[src/rtl/cre_pkg.sv]
package cre_pkg;
  // register word addresses
  localparam int REG_CTRL = 0;
  localparam int REG_STAT = 1;
  localparam int REG_ISR  = 2;
  localparam int REG_IMR  = 3;

  // control word request bits
  localparam int CTRL_IRQ_CLR  = 61;
  localparam int CTRL_MOD_INIT = 62;
  localparam int CTRL_FULL_RST = 63;

  // status and interrupt bit positions
  localparam int STAT_READY = 0;
  localparam int IRQ_DONE   = 0;
  localparam int IRQ_AERR   = 1;
  localparam int NUM_IRQ    = 2;

  typedef struct packed {
    logic full;
    logic module_init;
    logic irq_clear;
  } rst_req_t;
endpackage

[src/rtl/cre_ctrl_decode.sv]
module cre_ctrl_decode
  import cre_pkg::*;
#(
  parameter int ADDR_W = 4
) (
  input  logic              hw_rst,
  input  logic              bus_wr,
  input  logic [ADDR_W-1:0] bus_addr,
  input  logic [2:0]        req_bits,   // control bits 63..61
  output rst_req_t          req,
  output logic              restart
);
  logic ctrl_hit;

  always_comb begin
    ctrl_hit        = bus_wr && (bus_addr == ADDR_W'(REG_CTRL));
    // full reset has priority over module init
    req.full        = hw_rst || (ctrl_hit && req_bits[2]);
    req.module_init = ctrl_hit && req_bits[1] && !req.full;
    req.irq_clear   = ctrl_hit && req_bits[0];
    restart         = req.full || req.module_init;
  end
endmodule

[src/rtl/cre_sbox_fill.sv]
module cre_sbox_fill #(
  parameter  int DEPTH = 256,
  parameter  int WIDTH = 8,
  localparam int IDX_W = $clog2(DEPTH)
) (
  input  logic             clk,
  input  logic             restart,
  output logic             wr_en,
  output logic [IDX_W-1:0] wr_idx,
  output logic [WIDTH-1:0] wr_val,
  output logic             ready,
  output logic             fill_end
);
  localparam logic [IDX_W-1:0] LAST = IDX_W'(DEPTH - 1);

  logic             busy_q;
  logic             ready_q;
  logic [IDX_W-1:0] idx_q;

  always_ff @(posedge clk) begin
    if (restart) begin
      busy_q  <= 1'b1;
      ready_q <= 1'b0;
      idx_q   <= '0;
    end else if (busy_q) begin
      idx_q <= idx_q + 1'b1;
      if (idx_q == LAST) begin
        busy_q  <= 1'b0;
        ready_q <= 1'b1;
      end
    end
  end

  assign wr_en    = busy_q;
  assign wr_idx   = idx_q;
  assign wr_val   = WIDTH'(idx_q);
  assign ready    = ready_q;
  assign fill_end = busy_q && (idx_q == LAST);
endmodule

[src/rtl/cre_sbox_ram.sv]
module cre_sbox_ram #(
  parameter  int DEPTH = 256,
  parameter  int WIDTH = 8,
  localparam int IDX_W = $clog2(DEPTH)
) (
  input  logic             clk,
  input  logic             we,
  input  logic [IDX_W-1:0] waddr,
  input  logic [WIDTH-1:0] wdata,
  input  logic [IDX_W-1:0] raddr,
  output logic [WIDTH-1:0] rdata
);
  logic [WIDTH-1:0] mem [DEPTH];

  // simple dual port, read-before-write, no reset: block RAM friendly
  always_ff @(posedge clk) begin
    if (we) mem[waddr] <= wdata;
    rdata <= mem[raddr];
  end
endmodule

[src/rtl/cre_regs.sv]
module cre_regs
  import cre_pkg::*;
#(
  parameter int DATA_W = 64,
  parameter int ADDR_W = 4
) (
  input  logic               clk,
  input  rst_req_t           req,
  input  logic               restart,
  input  logic               fill_end,
  input  logic               ready,
  input  logic               bus_wr,
  input  logic               bus_rd,
  input  logic [ADDR_W-1:0]  bus_addr,
  input  logic [NUM_IRQ-1:0] wdata_lo,
  output logic [DATA_W-1:0]  rdata,
  output logic [NUM_IRQ-1:0] irq,
  output logic [NUM_IRQ-1:0] isr_bits,
  output logic [NUM_IRQ-1:0] imr_bits
);
  logic [NUM_IRQ-1:0] isr_q, imr_q, isr_d, imr_d, set_v, clr_v;
  logic [DATA_W-1:0]  rd_mux, rdata_q;
  logic               hit_stat, hit_isr, hit_imr;

  always_comb begin
    hit_stat = bus_wr && (bus_addr == ADDR_W'(REG_STAT));
    hit_isr  = bus_wr && (bus_addr == ADDR_W'(REG_ISR));
    hit_imr  = bus_wr && (bus_addr == ADDR_W'(REG_IMR));

    set_v           = '0;
    set_v[IRQ_DONE] = fill_end;
    set_v[IRQ_AERR] = hit_stat;

    clr_v = req.irq_clear ? '1 : '0;
    if (hit_isr) clr_v = clr_v | wdata_lo;

    // set beats clear on the same edge
    isr_d = restart ? '0 : ((isr_q & ~clr_v) | set_v);
    imr_d = req.full ? '0 : (hit_imr ? wdata_lo : imr_q);
  end

  always_comb begin
    rd_mux = '0;
    case (bus_addr)
      ADDR_W'(REG_STAT): rd_mux[STAT_READY]   = ready;
      ADDR_W'(REG_ISR):  rd_mux[NUM_IRQ-1:0]  = isr_q;
      ADDR_W'(REG_IMR):  rd_mux[NUM_IRQ-1:0]  = imr_q;
      default:           rd_mux               = '0;
    endcase
  end

  always_ff @(posedge clk) begin
    isr_q <= isr_d;
    imr_q <= imr_d;
    if (restart)     rdata_q <= '0;
    else if (bus_rd) rdata_q <= rd_mux;
  end

  // one registered, masked output per interrupt lane
  for (genvar g = 0; g < NUM_IRQ; g++) begin : g_irq
    logic lane_q;
    always_ff @(posedge clk) lane_q <= isr_d[g] & imr_d[g];
    assign irq[g] = lane_q;
  end

  assign rdata    = rdata_q;
  assign isr_bits = isr_q;
  assign imr_bits = imr_q;
endmodule

[src/rtl/cipher_reset_ctrl.sv]
module cipher_reset_ctrl
  import cre_pkg::*;
#(
  parameter  int DATA_W     = 64,
  parameter  int ADDR_W     = 4,
  parameter  int SBOX_DEPTH = 256,
  parameter  int SBOX_W     = 8,
  localparam int IDX_W      = $clog2(SBOX_DEPTH)
) (
  input  logic              clk,
  input  logic              rst,
  input  logic              bus_wr,
  input  logic              bus_rd,
  input  logic [ADDR_W-1:0] bus_addr,
  input  logic [DATA_W-1:0] bus_wdata,
  output logic [DATA_W-1:0] bus_rdata,
  output logic              irq_done,
  output logic              irq_err,
  input  logic [IDX_W-1:0]  sbox_raddr,
  output logic [SBOX_W-1:0] sbox_rdata
);
  rst_req_t           req;
  logic               restart;
  logic               fill_we, fill_end, fill_ready;
  logic [IDX_W-1:0]   fill_idx;
  logic [SBOX_W-1:0]  fill_val;
  logic [NUM_IRQ-1:0] irq_vec, isr_bits, imr_bits;
  logic               unused_wbits;

  assign unused_wbits = ^bus_wdata[CTRL_IRQ_CLR-1:NUM_IRQ];

  cre_ctrl_decode #(.ADDR_W(ADDR_W)) u_decode (
    .hw_rst   (rst),
    .bus_wr   (bus_wr),
    .bus_addr (bus_addr),
    .req_bits (bus_wdata[CTRL_FULL_RST:CTRL_IRQ_CLR]),
    .req      (req),
    .restart  (restart)
  );

  cre_sbox_fill #(.DEPTH(SBOX_DEPTH), .WIDTH(SBOX_W)) u_fill (
    .clk      (clk),
    .restart  (restart),
    .wr_en    (fill_we),
    .wr_idx   (fill_idx),
    .wr_val   (fill_val),
    .ready    (fill_ready),
    .fill_end (fill_end)
  );

  cre_sbox_ram #(.DEPTH(SBOX_DEPTH), .WIDTH(SBOX_W)) u_ram (
    .clk   (clk),
    .we    (fill_we),
    .waddr (fill_idx),
    .wdata (fill_val),
    .raddr (sbox_raddr),
    .rdata (sbox_rdata)
  );

  cre_regs #(.DATA_W(DATA_W), .ADDR_W(ADDR_W)) u_regs (
    .clk      (clk),
    .req      (req),
    .restart  (restart),
    .fill_end (fill_end),
    .ready    (fill_ready),
    .bus_wr   (bus_wr),
    .bus_rd   (bus_rd),
    .bus_addr (bus_addr),
    .wdata_lo (bus_wdata[NUM_IRQ-1:0]),
    .rdata    (bus_rdata),
    .irq      (irq_vec),
    .isr_bits (isr_bits),
    .imr_bits (imr_bits)
  );

  assign irq_done = irq_vec[IRQ_DONE];
  assign irq_err  = irq_vec[IRQ_AERR];
endmodule

[config.mk]
export PLATFORM = sky130hd
export DESIGN_NAME = cipher_reset_ctrl
export DESIGN_NICKNAME = d
export VERILOG_FILES = /design/src/rtl/cre_pkg.sv /design/src/rtl/cre_ctrl_decode.sv /design/src/rtl/cre_sbox_fill.sv /design/src/rtl/cre_sbox_ram.sv /design/src/rtl/cre_regs.sv /design/src/rtl/cipher_reset_ctrl.sv
export SDC_FILE = /design/constraint.sdc
export NUM_CORES = 2
export LEC_CHECK = 0
export BUFFER_PORTS_ARGS = -buffer_cell sky130_fd_sc_hd__buf_2
export CAP_MARGIN = 20
export CORE_MARGIN = 1.5
export CORE_UTILIZATION = 60
export CTS_CLUSTER_DIAMETER = 150
export CTS_CLUSTER_SIZE = 40
export DETAILED_ROUTE_END_ITERATION = 10
export HOLD_SLACK_MARGIN = 0.02
export MAX_ROUTING_LAYER = met4
export PLACE_DENSITY = 0.77
export SETUP_SLACK_MARGIN = 0.5
export SLEW_MARGIN = 10
export SYNTH_ARGS = -nofsm -noshare
export SYNTH_HDL_FRONTEND = slang
export SYNTH_SLANG_ARGS = --single-unit
[constraint.sdc]
create_clock -name clk -period 7.9 [get_ports clk]
set_input_delay 0.79 -clock clk [delete_from_list [all_inputs] [get_ports clk]]
set_output_delay 0.79 -clock clk [all_outputs]
set_load 0.03 [all_outputs]
==> results.yml <==
worst_setup_path:
  cpMaxStageDelayCell: "nor2_1"
  arrival_ns: 4.47
  cp_num_buf_inv: 1
  crit_fanout: 165
  r2r_end: "u_ram.mem[177][3]"
  start_kind: "register"
  crit_path_max_incr_delay_ns: 0.89
  path_cells: "buf_12 -> nor2b_1 -> nand3_1 -> nor2_1"
  r2r_start: "u_fill.wr_idx[5]"
  reg2reg_depth: 4
  cp_top_family: "simple AND/OR/NAND/NOR gates"
  ff2ff_setup_slack_ns: 3.81
  cp.required_ns: 8.28
  path_class: "register to register"
  crit_cells: 4
  cp-end-kind: "register"
worst_hold_path:
  min_path_cells: 2
  hold_path_end: "u_regs.imr_bits[1]"
  hp-class: "primary input to register"
  hp-start: "rst"
yosys:
  postSynthCellCount: 4114
  yosysWarnings: 0
  synth-edff-count: 2048
  ys_types: 66
  synth_flop_cell: "edfxtp_1"
  ys_ff_latch: 2074
  async_flop_share_pct: 0
  syn_area_sq_um: 81530
  yosysSeqAreaShare_pct: 76.07
  syn_area_per_cell_sq_um: 19.82
global_route:
  antenna_found_initial: 4
  grt_pass1_vias: 38630
  grt_overflow: 0
  grt_usage_pct: 27.30
  grt_max_degree: 166
  grt_pass1_wl_mm: 263.9
place:
  placed_area_sq_um: 82930
  gp_congestion: 0.8677
  dp.cells: 5770
  io_buffers: 32
  post-dp-hpwl_mm: 110.1
finish:
  num-fill-cells: 8978
  utilization_pct: 62.62
  fin_cells: 5881
  drive_gt1_share_pct: 13.57
  final_common_cell: "edfxtp_1"
  syn2layout_area_growth_pct: 3.789
  design_area_sq_um: 84620
  multi_input_area_sq_um: 17650
  regArea_sq_um: 62050
  layout_common_cells: "2048 x edfxtp_1, 332 x mux4_2, 301 x nor2_1, 298 x mux2i_1, 118 x a21oi_1"
  nets: 4134
sta:
  grt_setup_unrepaired: "no"
  hold_ws_ns: 0.2203
  fin_skew_ns: 0.03361
  slew_viol_final: 0
  tns_ns: 0
  worst_pin_slew_ns: 1.140
  finalSetupViolCount: 0
  min_period_ns: 4.086
  hold_viol: 0
  finalCritPeriodShare_pct: 51.73
  maxSlewHeadroom_pct: 24.00
  fmax_mhz: 244.7
pwr:
  powerDensity_nw_per_um2: 207.0
  p_leak_nw: 26.58
  vdd_ir_drop_max_uv: 271.1
floorplan:
  initial_core_util_pct: 60.34
  core-area_sq_um: 135100
  die_w_um: 371.6
  rows: 135
  ios: 154
  die_h_um: 371.6
  die-area_sq_um: 138100
drt:
  vias: 40120
  drt_wl_total_mm: 183.2
  antenna_left: 0
  post_drt_wl_per_cell_um: 31.15
  drc: 0
  first_iter_violations: 5626
  dr.pass1.iters: 5
  vias_per_cell: 6.822
clock_tree:
  insertion_delay_ns: 0.76
  hold_buffers: 0
  ctsResizeCount: 0
  post_cts_buffers: 0
  cts_buffer_depth: 3
  cts_tree: "built"
  cts-root-buf: "clkbuf_16"
  clkTransAtPathRegs_ns: 0.14
  numCtsBuffers: 57
  cts.sinks: 2074
  cts_max_level: 2
flow_run:
  drv_cap: 0
run_status:
  outcome: "finished, final reports clean"
routing by layer:
metal,vias up,global-route usage (%),part of all wire [%]
met5,-,-,0
met4,0,8.544,3.6
met3,310,4.389,11
met2,2472,41.14,48
met1,20820,38.97,38
li1,16510,-,-
logic make-up after synthesis:
| logic type | synth area share, % |
|---|---|
| adders and majority gates | 0.06139 |
| muxes | 14.22 |
| other | 0.004599 |
| DFF | 76.07 |
| and+or+nand+nor | 3.071 |
| buffers and inverters | 2.635 |
| AOI/OAI and AO/OA | 3.861 |
| xor gates and xnor gates | 0.07520 |
worst reg2reg max path: cells and delay by family (launching register included):
| family | cells | cell delay, ns |
|---|---|---|
| buf+inv | 1 | 0.63 |
| flops | 1 | 0.79 |
| simple gates | 3 | 2.29 |
power by group:
part	switching, W	leakage [nW]	internal (W)
combinational	0.000687	6.68	0.000335
clock	0.00298	0.789	0.00144
sequential	0.0000486	19.1	0.0120
total	0.00371	26.6	0.0138
Yosys cell counts (19+ instances only):
| master | n | area [sq um] |
|---|---|---|
| edfxtp_1 | 2048 | 61500 |
| mux4_2 | 332 | 7477 |
| nor2_1 | 303 | 1137 |
| mux2i_1 | 298 | 2983 |
| a21oi_1 | 118 | 590.6 |
| clkbuf_1 | 108 | 405.4 |
| nand2_1 | 104 | 390.4 |
| a22oi_1 | 84 | 630.6 |
| buf_4 | 83 | 623.1 |
| o221ai_1 | 64 | 560.5 |
| o22ai_1 | 56 | 350.3 |
| buf_2 | 52 | 260.3 |
| nor3_1 | 44 | 220.2 |
| mux4_1 | 39 | 1025 |
| nand3_1 | 39 | 195.2 |
| o21ai_0 | 39 | 195.2 |
| a221oi_1 | 28 | 245.2 |
| dfxtp_1 | 26 | 520.5 |
| a211oi_1 | 23 | 172.7 |
| buf_6 | 22 | 247.7 |
| buf_8 | 19 | 285.3 |
sequential cells by signal, summed over array words and instances, names as in the netlist:
name	count
u_ram.mem	2048
u_fill.wr_idx	8
u_ram.rdata	8
u_regs.g_irq.lane_q	2
u_regs.imr_bits	2
u_regs.isr_bits	2
u_regs.rdata	2
u_fill.ready	1
u_fill.wr_en	1
per-stage QoR:
| step | worst slack (ns) | power, W |
|---|---|---|
| 5_1_grt | 3.654 | 0.01790 |
| 6_report | 3.814 | 0.01752 |
| 3_5_place_dp | 3.478 | 0.01333 |
| 4_1_cts | 3.862 | 0.01752 |
| 3_3_place_gp | 3.513 | 0.01331 |
| 2_1_floorplan | 2.274 | 0.01304 |
layout make-up:
type | instances | area share, %
diodes | 3 | 0.008872
clock buffers | 104 | 1.944
clock inverters | 2 | 0.02070
inverters | 12 | 0.05619
multi-input cells | 1782 | 20.85
flip-flops and latches | 2074 | 73.33
well taps | 1781 | 2.633
repair buffers | 123 | 1.158
worst max-delay path by stage:
stage	startpoint	end	slack (ns)
after CTS	u_fill.wr_idx[5]	u_ram.mem[180][4]	3.86
after detailed placement	sbox_raddr[1]	u_ram.rdata[6]	3.48
final	u_fill.wr_idx[5]	u_ram.mem[177][3]	3.81
after global placement	sbox_raddr[1]	u_ram.rdata[6]	3.51
after global routing	u_fill.wr_idx[5]	u_ram.mem[190][3]	3.65
after floorplan	u_fill.wr_idx[0]	u_ram.mem[147][0]	2.27
Note: power is estimated with default switching activity, not from simulation.
